`src/rtl/ep_port_pkg.sv`:
```
package ep_port_pkg;
  localparam logic [7:0] ADDR_DPORT = 8'h20;
  localparam logic [7:0] ADDR_CTRL  = 8'h28;
  localparam int CTRL_VALIDATE_BIT = 3;
  localparam int CTRL_FLUSH_BIT    = 4;

  typedef struct packed {
    logic dp_wr;
    logic dp_rd;
    logic wide;
    logic force_val;
    logic force_clr;
  } cpu_cmd_t;
endpackage

```
`src/rtl/ep_port_decode.sv`:
```
module ep_port_decode
  import ep_port_pkg::*;
(
  input  logic [7:0]  cpu_addr,
  input  logic        cpu_wr,
  input  logic        cpu_rd,
  input  logic        cpu_wide,
  input  logic [15:0] cpu_wdata,
  input  logic [15:0] rx_rdata,
  output cpu_cmd_t    cmd,
  output logic [15:0] cpu_rdata
);
  logic hit_dport;
  logic hit_ctrl;

  always_comb begin
    hit_dport     = (cpu_addr == ADDR_DPORT);
    hit_ctrl      = (cpu_addr == ADDR_CTRL);
    cmd.dp_wr     = cpu_wr && hit_dport;
    cmd.dp_rd     = cpu_rd && !cpu_wr && hit_dport;
    cmd.wide      = cpu_wide;
    cmd.force_val = cpu_wr && hit_ctrl && cpu_wdata[CTRL_VALIDATE_BIT];
    cmd.force_clr = cpu_wr && hit_ctrl && cpu_wdata[CTRL_FLUSH_BIT];
    // control register has no readable state
    cpu_rdata     = cmd.dp_rd ? rx_rdata : 16'h0000;
  end
endmodule

```
`src/rtl/ep_tx_buf.sv`:
```
module ep_tx_buf #(
  parameter int MAX_PKT = 64,
  localparam int CW = $clog2(MAX_PKT + 1),
  localparam int IW = $clog2(MAX_PKT)
) (
  input  logic        clk,
  input  logic        rst_n,
  input  logic        dp_wr,
  input  logic        wide,
  input  logic [15:0] wdata,
  input  logic        force_val,
  input  logic        in_token,
  input  logic        in_ack,
  output logic        in_nak,
  output logic        tx_valid,
  output logic [7:0]  tx_data,
  output logic        tx_end,
  output logic        pending
);
  logic [7:0]    mem_q [MAX_PKT];
  logic [CW-1:0] cnt_q, cnt_d;
  logic [CW-1:0] sidx_q, sidx_d;
  logic          pend_q, pend_d;
  logic          send_q, send_d;

  logic [CW-1:0] space;
  logic          accept, two, wr_lo, wr_hi, send_last;
  logic [IW-1:0] widx, widx_hi;

  always_comb begin
    space     = CW'(MAX_PKT) - cnt_q;
    accept    = dp_wr && !pend_q;
    two       = wide && (space > CW'(1));
    wr_lo     = accept;
    wr_hi     = accept && two;
    widx      = cnt_q[IW-1:0];
    widx_hi   = widx + IW'(1);
    send_last = send_q && ((sidx_q + CW'(1)) >= cnt_q);
    tx_valid  = send_q && (sidx_q < cnt_q);
    tx_data   = tx_valid ? mem_q[sidx_q[IW-1:0]] : 8'h00;
    tx_end    = send_last;
    in_nak    = in_token && !pend_q;
    pending   = pend_q;
  end

  always_comb begin
    cnt_d  = cnt_q;
    pend_d = pend_q;
    send_d = send_q;
    sidx_d = sidx_q;
    if (accept) begin
      cnt_d = cnt_q + (two ? CW'(2) : CW'(1));
      if (cnt_d == CW'(MAX_PKT)) pend_d = 1'b1;
    end
    if (force_val && !pend_q) pend_d = 1'b1;
    if (send_q) begin
      sidx_d = sidx_q + CW'(1);
      if (send_last) send_d = 1'b0;
    end else if (in_token && pend_q) begin
      send_d = 1'b1;
      sidx_d = '0;
    end
    if (in_ack && pend_q && !send_q) begin
      pend_d = 1'b0;
      cnt_d  = '0;
    end
  end

  always_ff @(posedge clk or negedge rst_n) begin
    if (!rst_n) begin
      cnt_q  <= '0;
      sidx_q <= '0;
      pend_q <= 1'b0;
      send_q <= 1'b0;
    end else begin
      cnt_q  <= cnt_d;
      sidx_q <= sidx_d;
      pend_q <= pend_d;
      send_q <= send_d;
    end
  end

  always_ff @(posedge clk) begin
    if (wr_lo) mem_q[widx]    <= wdata[7:0];
    if (wr_hi) mem_q[widx_hi] <= wdata[15:8];
  end

  AST_TX_CNT_BOUND: assert property (@(posedge clk) disable iff (!rst_n)
    cnt_q <= CW'(MAX_PKT));
  AST_TX_AUTO_VALID: assert property (@(posedge clk) disable iff (!rst_n)
    (cnt_q == CW'(MAX_PKT)) |-> pend_q);
  AST_TX_STREAM_PENDING: assert property (@(posedge clk) disable iff (!rst_n)
    tx_valid |-> pend_q);
  AST_TX_HOLD: assert property (@(posedge clk) disable iff (!rst_n)
    (pend_q && !in_ack) |=> (pend_q && $stable(cnt_q)));
endmodule

```
`src/rtl/ep_rx_buf.sv`:
```
module ep_rx_buf #(
  parameter int MAX_PKT = 64,
  localparam int CW = $clog2(MAX_PKT + 1),
  localparam int IW = $clog2(MAX_PKT)
) (
  input  logic          clk,
  input  logic          rst_n,
  input  logic          dp_rd,
  input  logic          wide,
  input  logic          force_clr,
  input  logic          out_token,
  input  logic          rx_valid,
  input  logic [7:0]    rx_data,
  input  logic          rx_end,
  output logic          out_nak,
  output logic [15:0]   rdata,
  output logic          full,
  output logic [CW-1:0] count
);
  logic [7:0]    mem_q [MAX_PKT];
  logic [CW-1:0] cnt_q, cnt_d;
  logic [IW-1:0] ridx_q, ridx_d;
  logic          full_q, full_d;
  logic          recv_q, recv_d;

  logic          rd_ok, rtwo, we;
  logic [IW-1:0] ridx_hi;
  logic [CW-1:0] rstep;

  always_comb begin
    rd_ok   = dp_rd && full_q;
    rtwo    = wide && (cnt_q > CW'(1));
    rstep   = rtwo ? CW'(2) : CW'(1);
    ridx_hi = ridx_q + IW'(1);
    rdata[7:0]  = rd_ok ? mem_q[ridx_q] : 8'h00;
    rdata[15:8] = (rd_ok && rtwo) ? mem_q[ridx_hi] : 8'h00;
    we      = recv_q && rx_valid && (cnt_q < CW'(MAX_PKT)) && !force_clr;
    out_nak = out_token && (full_q || recv_q);
    full    = full_q;
    count   = cnt_q;
  end

  always_comb begin
    cnt_d  = cnt_q;
    ridx_d = ridx_q;
    full_d = full_q;
    recv_d = recv_q;
    if (rd_ok) begin
      cnt_d  = cnt_q - rstep;
      ridx_d = ridx_q + rstep[IW-1:0];
      if (cnt_q == rstep) begin
        full_d = 1'b0;
        ridx_d = '0;
      end
    end
    if (out_token && !full_q && !recv_q) begin
      recv_d = 1'b1;
      cnt_d  = '0;
      ridx_d = '0;
    end
    if (we) cnt_d = cnt_q + CW'(1);
    if (recv_q && rx_end) begin
      recv_d = 1'b0;
      full_d = (cnt_d != '0);
    end
    if (force_clr) begin
      full_d = 1'b0;
      recv_d = 1'b0;
      cnt_d  = '0;
      ridx_d = '0;
    end
  end

  always_ff @(posedge clk or negedge rst_n) begin
    if (!rst_n) begin
      cnt_q  <= '0;
      ridx_q <= '0;
      full_q <= 1'b0;
      recv_q <= 1'b0;
    end else begin
      cnt_q  <= cnt_d;
      ridx_q <= ridx_d;
      full_q <= full_d;
      recv_q <= recv_d;
    end
  end

  always_ff @(posedge clk) begin
    if (we) mem_q[cnt_q[IW-1:0]] <= rx_data;
  end

  AST_RX_NO_OVERRUN: assert property (@(posedge clk) disable iff (!rst_n)
    cnt_q <= CW'(MAX_PKT));
  AST_RX_HOLD: assert property (@(posedge clk) disable iff (!rst_n)
    (full_q && !dp_rd && !force_clr) |=> (full_q && $stable(cnt_q)));
  AST_RX_IDLE_ZERO: assert property (@(posedge clk) disable iff (!rst_n)
    (!full_q && !recv_q) |-> (cnt_q == '0));
  AST_RX_EXCLUSIVE: assert property (@(posedge clk) disable iff (!rst_n)
    !(full_q && recv_q));
endmodule

```
`src/rtl/ep_data_port.sv`:
```
module ep_data_port
  import ep_port_pkg::*;
#(
  parameter int MAX_PKT = 64,
  localparam int CW = $clog2(MAX_PKT + 1)
) (
  input  logic          clk,
  input  logic          rst_n,
  input  logic [7:0]    cpu_addr,
  input  logic          cpu_wr,
  input  logic          cpu_rd,
  input  logic          cpu_wide,
  input  logic [15:0]   cpu_wdata,
  output logic [15:0]   cpu_rdata,
  input  logic          in_token,
  input  logic          in_ack,
  output logic          in_nak,
  output logic          tx_valid,
  output logic [7:0]    tx_data,
  output logic          tx_end,
  output logic          tx_pending,
  input  logic          out_token,
  output logic          out_nak,
  input  logic          rx_valid,
  input  logic [7:0]    rx_data,
  input  logic          rx_end,
  output logic          rx_full,
  output logic [CW-1:0] rx_count
);
  logic [1:0]  rst_sync_q;
  logic        rst_int_n;
  cpu_cmd_t    cmd;
  logic [15:0] rx_rdata;

  always_ff @(posedge clk or negedge rst_n) begin
    if (!rst_n) rst_sync_q <= 2'b00;
    else        rst_sync_q <= {rst_sync_q[0], 1'b1};
  end
  assign rst_int_n = rst_sync_q[1];

  ep_port_decode u_decode (
    .cpu_addr  (cpu_addr),
    .cpu_wr    (cpu_wr),
    .cpu_rd    (cpu_rd),
    .cpu_wide  (cpu_wide),
    .cpu_wdata (cpu_wdata),
    .rx_rdata  (rx_rdata),
    .cmd       (cmd),
    .cpu_rdata (cpu_rdata)
  );

  ep_tx_buf #(.MAX_PKT(MAX_PKT)) u_tx (
    .clk       (clk),
    .rst_n     (rst_int_n),
    .dp_wr     (cmd.dp_wr),
    .wide      (cmd.wide),
    .wdata     (cpu_wdata),
    .force_val (cmd.force_val),
    .in_token  (in_token),
    .in_ack    (in_ack),
    .in_nak    (in_nak),
    .tx_valid  (tx_valid),
    .tx_data   (tx_data),
    .tx_end    (tx_end),
    .pending   (tx_pending)
  );

  ep_rx_buf #(.MAX_PKT(MAX_PKT)) u_rx (
    .clk       (clk),
    .rst_n     (rst_int_n),
    .dp_rd     (cmd.dp_rd),
    .wide      (cmd.wide),
    .force_clr (cmd.force_clr),
    .out_token (out_token),
    .rx_valid  (rx_valid),
    .rx_data   (rx_data),
    .rx_end    (rx_end),
    .out_nak   (out_nak),
    .rdata     (rx_rdata),
    .full      (rx_full),
    .count     (rx_count)
  );
endmodule

```
`config.mk`:
```
export PLATFORM = sky130hd
export DESIGN_NAME = ep_data_port
export DESIGN_NICKNAME = d
export VERILOG_FILES = /design/src/rtl/ep_port_pkg.sv /design/src/rtl/ep_port_decode.sv /design/src/rtl/ep_tx_buf.sv /design/src/rtl/ep_rx_buf.sv /design/src/rtl/ep_data_port.sv
export SDC_FILE = /design/constraint.sdc
export NUM_CORES = 2
export LEC_CHECK = 0
export BUFFER_PORTS_ARGS = -buffer_cell sky130_fd_sc_hd__buf_2
export CAP_MARGIN = 20
export CORE_MARGIN = 2
export CORE_UTILIZATION = 50
export DETAILED_ROUTE_END_ITERATION = 10
export HOLD_SLACK_MARGIN = 0.05
export PLACE_DENSITY = 0.76
export SLEW_MARGIN = 10
export SYNTH_ARGS = -nofsm -noshare
export SYNTH_HDL_FRONTEND = slang
export SYNTH_SLANG_ARGS = --single-unit
```
`constraint.sdc`:
```
create_clock -name clk -period 3.8 [get_ports clk]
set_input_delay 0.76 -clock clk [delete_from_list [all_inputs] [get_ports clk]]
set_output_delay 0.76 -clock clk [all_outputs]
set_load 0.005 [all_outputs]
```
== After elaboration in Yosys (flattened, before gate mapping) ==
Memory sizes are Yosys's and may differ from the RTL's.
Index checks and enable logic that the tools add are counted.

* Bits in registers: 33
* Bits in writable memories: 1024
* Input port bits: 42
* Output and inout port bits: 37
* Logic and storage cells: 110
* Memories kept: 2

* Add/sub/neg operators: 8
* $lt $le $gt $ge: 5
* Equality and inequality tests: 4
* Muxes and demuxes: 38
* Reductions and logical operators: 44

{| class="wikitable"
|+ Memory list
! name !! depth !! bits a word !! read ports !! clocked after memory_dff !! write ports !! line !! RTL
|-
| u_rx.mem_q || 64 || 8 || 2 || 0 || 1 || ep_rx_buf.sv:20 || <nowiki>logic [7:0] mem_q [MAX_PKT];</nowiki>
|-
| u_tx.mem_q || 64 || 8 || 1 || 0 || 2 || ep_tx_buf.sv:20 || <nowiki>logic [7:0] mem_q [MAX_PKT];</nowiki>
|}

{| class="wikitable"
|+ Operators with widths
! operator !! count
|-
| 7-bit two-way mux || 8
|-
| 1-bit logical AND || 26
|-
| 6-bit two-way mux || 4
|-
| 8-bit two-way mux || 3
|-
| 1-bit two-way mux || 20
|-
| 3-bit nonzero test || 6
|-
| 8-bit by 6-bit equality test with 1-bit output, second input constant || 2
|-
| 16-bit two-way mux || 1
|-
| 7-bit by 1-bit adder with 7-bit output, second input constant || 2
|-
| 7-bit by 1-bit > comparator with 1-bit output, second input constant || 2
|-
| 6-bit by 1-bit adder with 6-bit output, second input constant || 2
|-
| 7-bit adder || 1
|-
| 7-bit equality test || 1
|-
| 7-bit equality test, second input constant || 1
|-
| 7-bit >= comparator || 1
|-
| 7-bit < comparator || 1
|-
| 7-bit < comparator, second input constant || 1
|-
| 7-bit nonzero test || 1
|-
| 7-bit subtractor || 1
|-
| 7-bit subtractor, first input constant || 1
|-
| 6-bit adder || 1
|-
| 1-bit zero test || 6
|-
| 2-bit two-way mux || 2
|-
| 2-bit AND reduction || 2
|-
| 2 further kinds || 3
|}

== Logic depth before layout (Yosys ltp) ==
* Depth in word-level cells: 10
* Mapped depth: 16
* Mapped depth without buffers: 15

== By module ==
Synthesis repeated with hierarchy kept, for this count alone.

* Cell total of the unflattened synthesis: 3298
* Area total of the unflattened synthesis: 54810.1 um^2

{| class="wikitable"
|+ By module, submodules not included
! module !! times used !! cells an instance !! area an instance (um^2)
|-
| ep_tx_buf || 1 || 1890 || 29015.3
|-
| ep_rx_buf || 1 || 1355 || 25366.8
|-
| ep_port_decode || 1 || 50 || 374.1
|-
| ep_data_port || 1 || 3 || 53.8
|}

== Worst setup path before layout ==
No wires, ideal clock.

* Kind: register to output
* Start point: register u_rx.ridx_q[1]
* End point: output port cpu_rdata[10]
* Arrival: 2810 ps
* Path slack: 230 ps
* Cell stages (with the launch flop): 8
* Path through: dfrtp_1 > ha_1 > buf_2 > buf_1 > mux4_2 > mux4_2 > mux2i_1 > o22ai_1

* Longest elaborated chain between the ends: 4

{| class="wikitable"
|+ RTL lines
! element !! line !! RTL
|-
| start, declared || ep_rx_buf.sv:22 || <nowiki>logic [IW-1:0] ridx_q, ridx_d;</nowiki>
|-
| start signal, assigned || ep_rx_buf.sv:82 || <nowiki>ridx_q <= ridx_d;</nowiki>
|-
| 6-bit by 1-bit adder with 6-bit output || ep_rx_buf.sv:34 || <nowiki>ridx_hi = ridx_q + IW'(1);</nowiki>
|-
| memory 64 x 8 bit || -- ||
|-
| 8-bit two-way mux || ep_rx_buf.sv:36 || <nowiki>rdata[15:8] = (rd_ok && rtwo) ? mem_q[ridx_hi] : 8'h00;</nowiki>
|-
| 16-bit two-way mux || ep_port_decode.sv:25 || <nowiki>cpu_rdata = cmd.dp_rd ? rx_rdata : 16'h0000;</nowiki>
|-
| end, declared || ep_data_port.sv:14 || <nowiki>output logic [15:0] cpu_rdata,</nowiki>
|}

Every way passes these cells.

== Worst setup path in the final report ==
* Start point: register u_rx.ridx_q[0]
* End point: output port cpu_rdata[10]

Same word-level chain as after synthesis.

==> metrics.txt <==
outcome=finished with violations; failing checks=negative setup slack; drt first pass iters=5; Syn Std Cell Area=0.05374 mm2; post-route insts no fill=4869; area of the multi-input gates=0.02163 mm2; setup ws final=-0.4870 ns; Crit. End Element=output port; post-place setup slack=-0.08716 ns; Initial Util=50.27%; hold_ws=0.3460 ns; Fillers=7601; Final Setup Violations=24; Power, Total=30.84 mW; GPL Wtd Cong=0.9801; wirelength, routed=159500 um; Die W=331.8 um; clk slew on worst S/H paths=0.07 ns; CTS tree=built; 1st-iter DRT viols=4896; Post-synth top flop=edfxtp_1; TritonCTS buffer count=106; row count=120; Synth cell types=72; Yosys top cell by area=edfxtp_1; placed cell count=4594; die area=0.1101 mm2; Post-DP Area=0.05768 mm2; Routed WL per cell=32.77 um; post-synthesis register bit count=1057; layout cells sized above 1=51.34%; critical path arrival=3.53 ns; post-synthesis sequential area ratio=58.76%; fin. max-slew vios=0; most common cell in the netlist=edfxtp_1; top-area cell type share of the netlist area=57.22%; aggregate global-route resource usage=28.22%; GRT Residual Overflow=0; DR DRC count=0; CTS Sinks=1057; fin nets=3450; root buffer cell=clkbuf_16; hpwl dp=98400 um; CP Launch Type=flop; max-cap violations=0; Post-synth ARST share=3.122%; port bufs=78; clock skew=0.01911 ns; Critical Path RT=3.04 ns; number of global-route vias before repair=33.74k; post-route ant nets=0; syn nets=3131; Hold WC Path Type=in2reg; worst skew pair latency=0.69 ns; Synth Warn #=0; Period Utilization, post-route=112.8%; slew margin rel.=21.12%; Slew @ Worst Pin=1.179 ns; Worst VDD drop=0.3889 mV; cells after synthesis=3060; fmax=233.3 MHz; Synth area leaders=edfxtp_1 57%, mux4_2 19%, mux2_2 11%; EDFF count, synth=1024; antenna violations before repair=2; Fin. Hold Viols=0; fin crit period=4.287 ns; Final Cell Area=0.06316 mm2; RSZ-0062 raised after global routing=yes; Pwr Density=488.3 mW/mm2; Clock Path Buffers=3; Synth-to-Final Area Change=17.54%; first-pass GRT wire length=230400 um; Vias/cell=6.938; DR vias=33.78k; register area=0.03160 mm2; CP Max Fanout=6; critical path class=reg2out; Avg Cell Area, Syn=17.56 um2; die height=331.8 um; Post-synth top cells=1024 x edfxtp_1, 531 x mux2_2, 464 x mux4_2; largest net degree at the start of global routing=68; Ports=79; core area=0.1069 mm2; H-tree Lvls=3; Lkg Pwr=20.06 nW
## per-layer routing
| metal | share of wire [%] | vias up | wire (um) | GRT usage [%] |
|---|---|---|---|---|
| met5 | 0 | - | 0 | 0 |
| met4 | 4.4 | 0 | 7000 | 10.91 |
| met3 | 10 | 396 | 16570 | 5.412 |
| met2 | 49 | 2459 | 78850 | 46.51 |
| met1 | 36 | 17580 | 57130 | 37.35 |
| li1 | - | 13340 | - | - |
## cell type report
| type | instances | share of cell area [%] |
|---|---|---|
| clock buffers | 135 | 4.471 |
| inverters | 18 | 0.1109 |
| repair buffers | 493 | 7.480 |
| multi-input cells | 1703 | 34.24 |
| clock inverters | 59 | 0.8894 |
| diodes | 1 | 0.003962 |
| flip-flops and latches | 1057 | 50.03 |
| well taps | 1403 | 2.779 |
## sequential cells by signal, summed over array words and instances (netlist names)
signal / count
u_rx.ridx_q: 6
u_tx.mem_q: 512
u_tx.pending: 1
u_tx.cnt_q: 7
u_rx.mem_q: 512
u_rx.recv_q: 1
u_tx.send_q: 1
rst_sync_q: 2
u_rx.full: 1
u_tx.sidx_q: 7
u_rx.count: 7
## cell usage in the layout, fill, tap and decap left out, types with 12 or more instances in the layout
cell type | Yosys | routed
nor2_1 | 132 | 130
mux2_2 | 531 | 528
buf_12 | 0 | 36
inv_1 | 14 | 14
mux2i_4 | 0 | 14
clkinv_1 | 3 | 30
clkbuf_1 | 215 | 25
buf_2 | 13 | 78
nor3_2 | 39 | 47
nand4_1 | 23 | 23
dfrtp_1 | 33 | 24
nand3_1 | 55 | 53
ha_1 | 26 | 23
buf_4 | 0 | 321
clkbuf_16 | 0 | 118
o21ai_2 | 2 | 12
buf_16 | 0 | 23
buf_6 | 0 | 18
edfxtp_1 | 1024 | 1024
mux4_2 | 464 | 464
clkinv_2 | 0 | 13
a21oi_1 | 15 | 13
o22ai_1 | 42 | 30
nand2_1 | 73 | 68
mux2i_1 | 47 | 22
and3_1 | 12 | 12
o21ai_0 | 56 | 46
## worst paths after layout
check                                            from                    endpoint  slack (ns)  cells after the start
max in group asynchronous     rst_sync_q[1]$_DFF_PN0_  u_rx.ridx_q[1]$_DFFE_PN0P_        2.58                      1
min in group asynchronous     rst_sync_q[1]$_DFF_PN0_    u_tx.pending$_DFFE_PN0P_        0.38                      0
min                                            rx_end     u_rx.recv_q$_DFFE_PN0P_        0.35                      3
min reg2reg                   rst_sync_q[0]$_DFF_PN0_     rst_sync_q[1]$_DFF_PN0_        0.36                      0
max reg2reg                 u_tx.cnt_q[0]$_DFFE_PN0P_    u_tx.pending$_DFFE_PN0P_        0.11                     14
max                        u_rx.ridx_q[0]$_DFFE_PN0P_               cpu_rdata[10]       -0.49                      8
## critical path, cell delays in order (launching register included)
cell and delay (ns):
dfrtp_4 0.49, ha_4 0.31, buf_12 0.17, buf_12 0.14, mux4_2 0.57, mux4_2 0.54
mux2i_4 0.23, o22ai_1 0.18, buf_2 0.19
## stage by stage
step | setup TNS, ns | util (%)
6_report | -9.003 | 59.08
3_3_place_gp | -0.6739 | 53.91
5_1_grt | -10.23 | 59.08
2_1_floorplan | 0 | -
3_5_place_dp | -1.818 | 53.95
4_1_cts | -9.286 | 58.22
## power breakdown
| part | leakage [nW] | switching, mW | internal [mW] |
|---|---|---|---|
| logic | 8.78 | 3.75 | 3.64 |
| registers | 9.63 | 0.157 | 12.9 |
| clock network | 1.65 | 4.51 | 5.92 |
| total | 20.1 | 8.41 | 22.4 |
## logic make-up after synthesis
group,synth area share [%]
DFF,58.76
and+or+nand+nor,4.042
xor gates and xnor gates,0.3097
other,0.006978
muxes,31.45
AOI/OAI and AO/OA,2.594
adders and majority gates,0.7171
buffers and inverters,2.126
## what timing repair did
| item | in CTS | in global routing |
|---|---|---|
| hold buffers | 1 | 0 |
| gates resized for setup | 115 | 64 |
| hold endpoints to repair | 2 | 0 |
| setup endpoints to repair | 26 | 27 |
| gates cloned | 14 | 11 |
| buffers inserted | 26 | 27 |
| pin swaps | 18 | 19 |
Power figures use the tool's default switching activity.
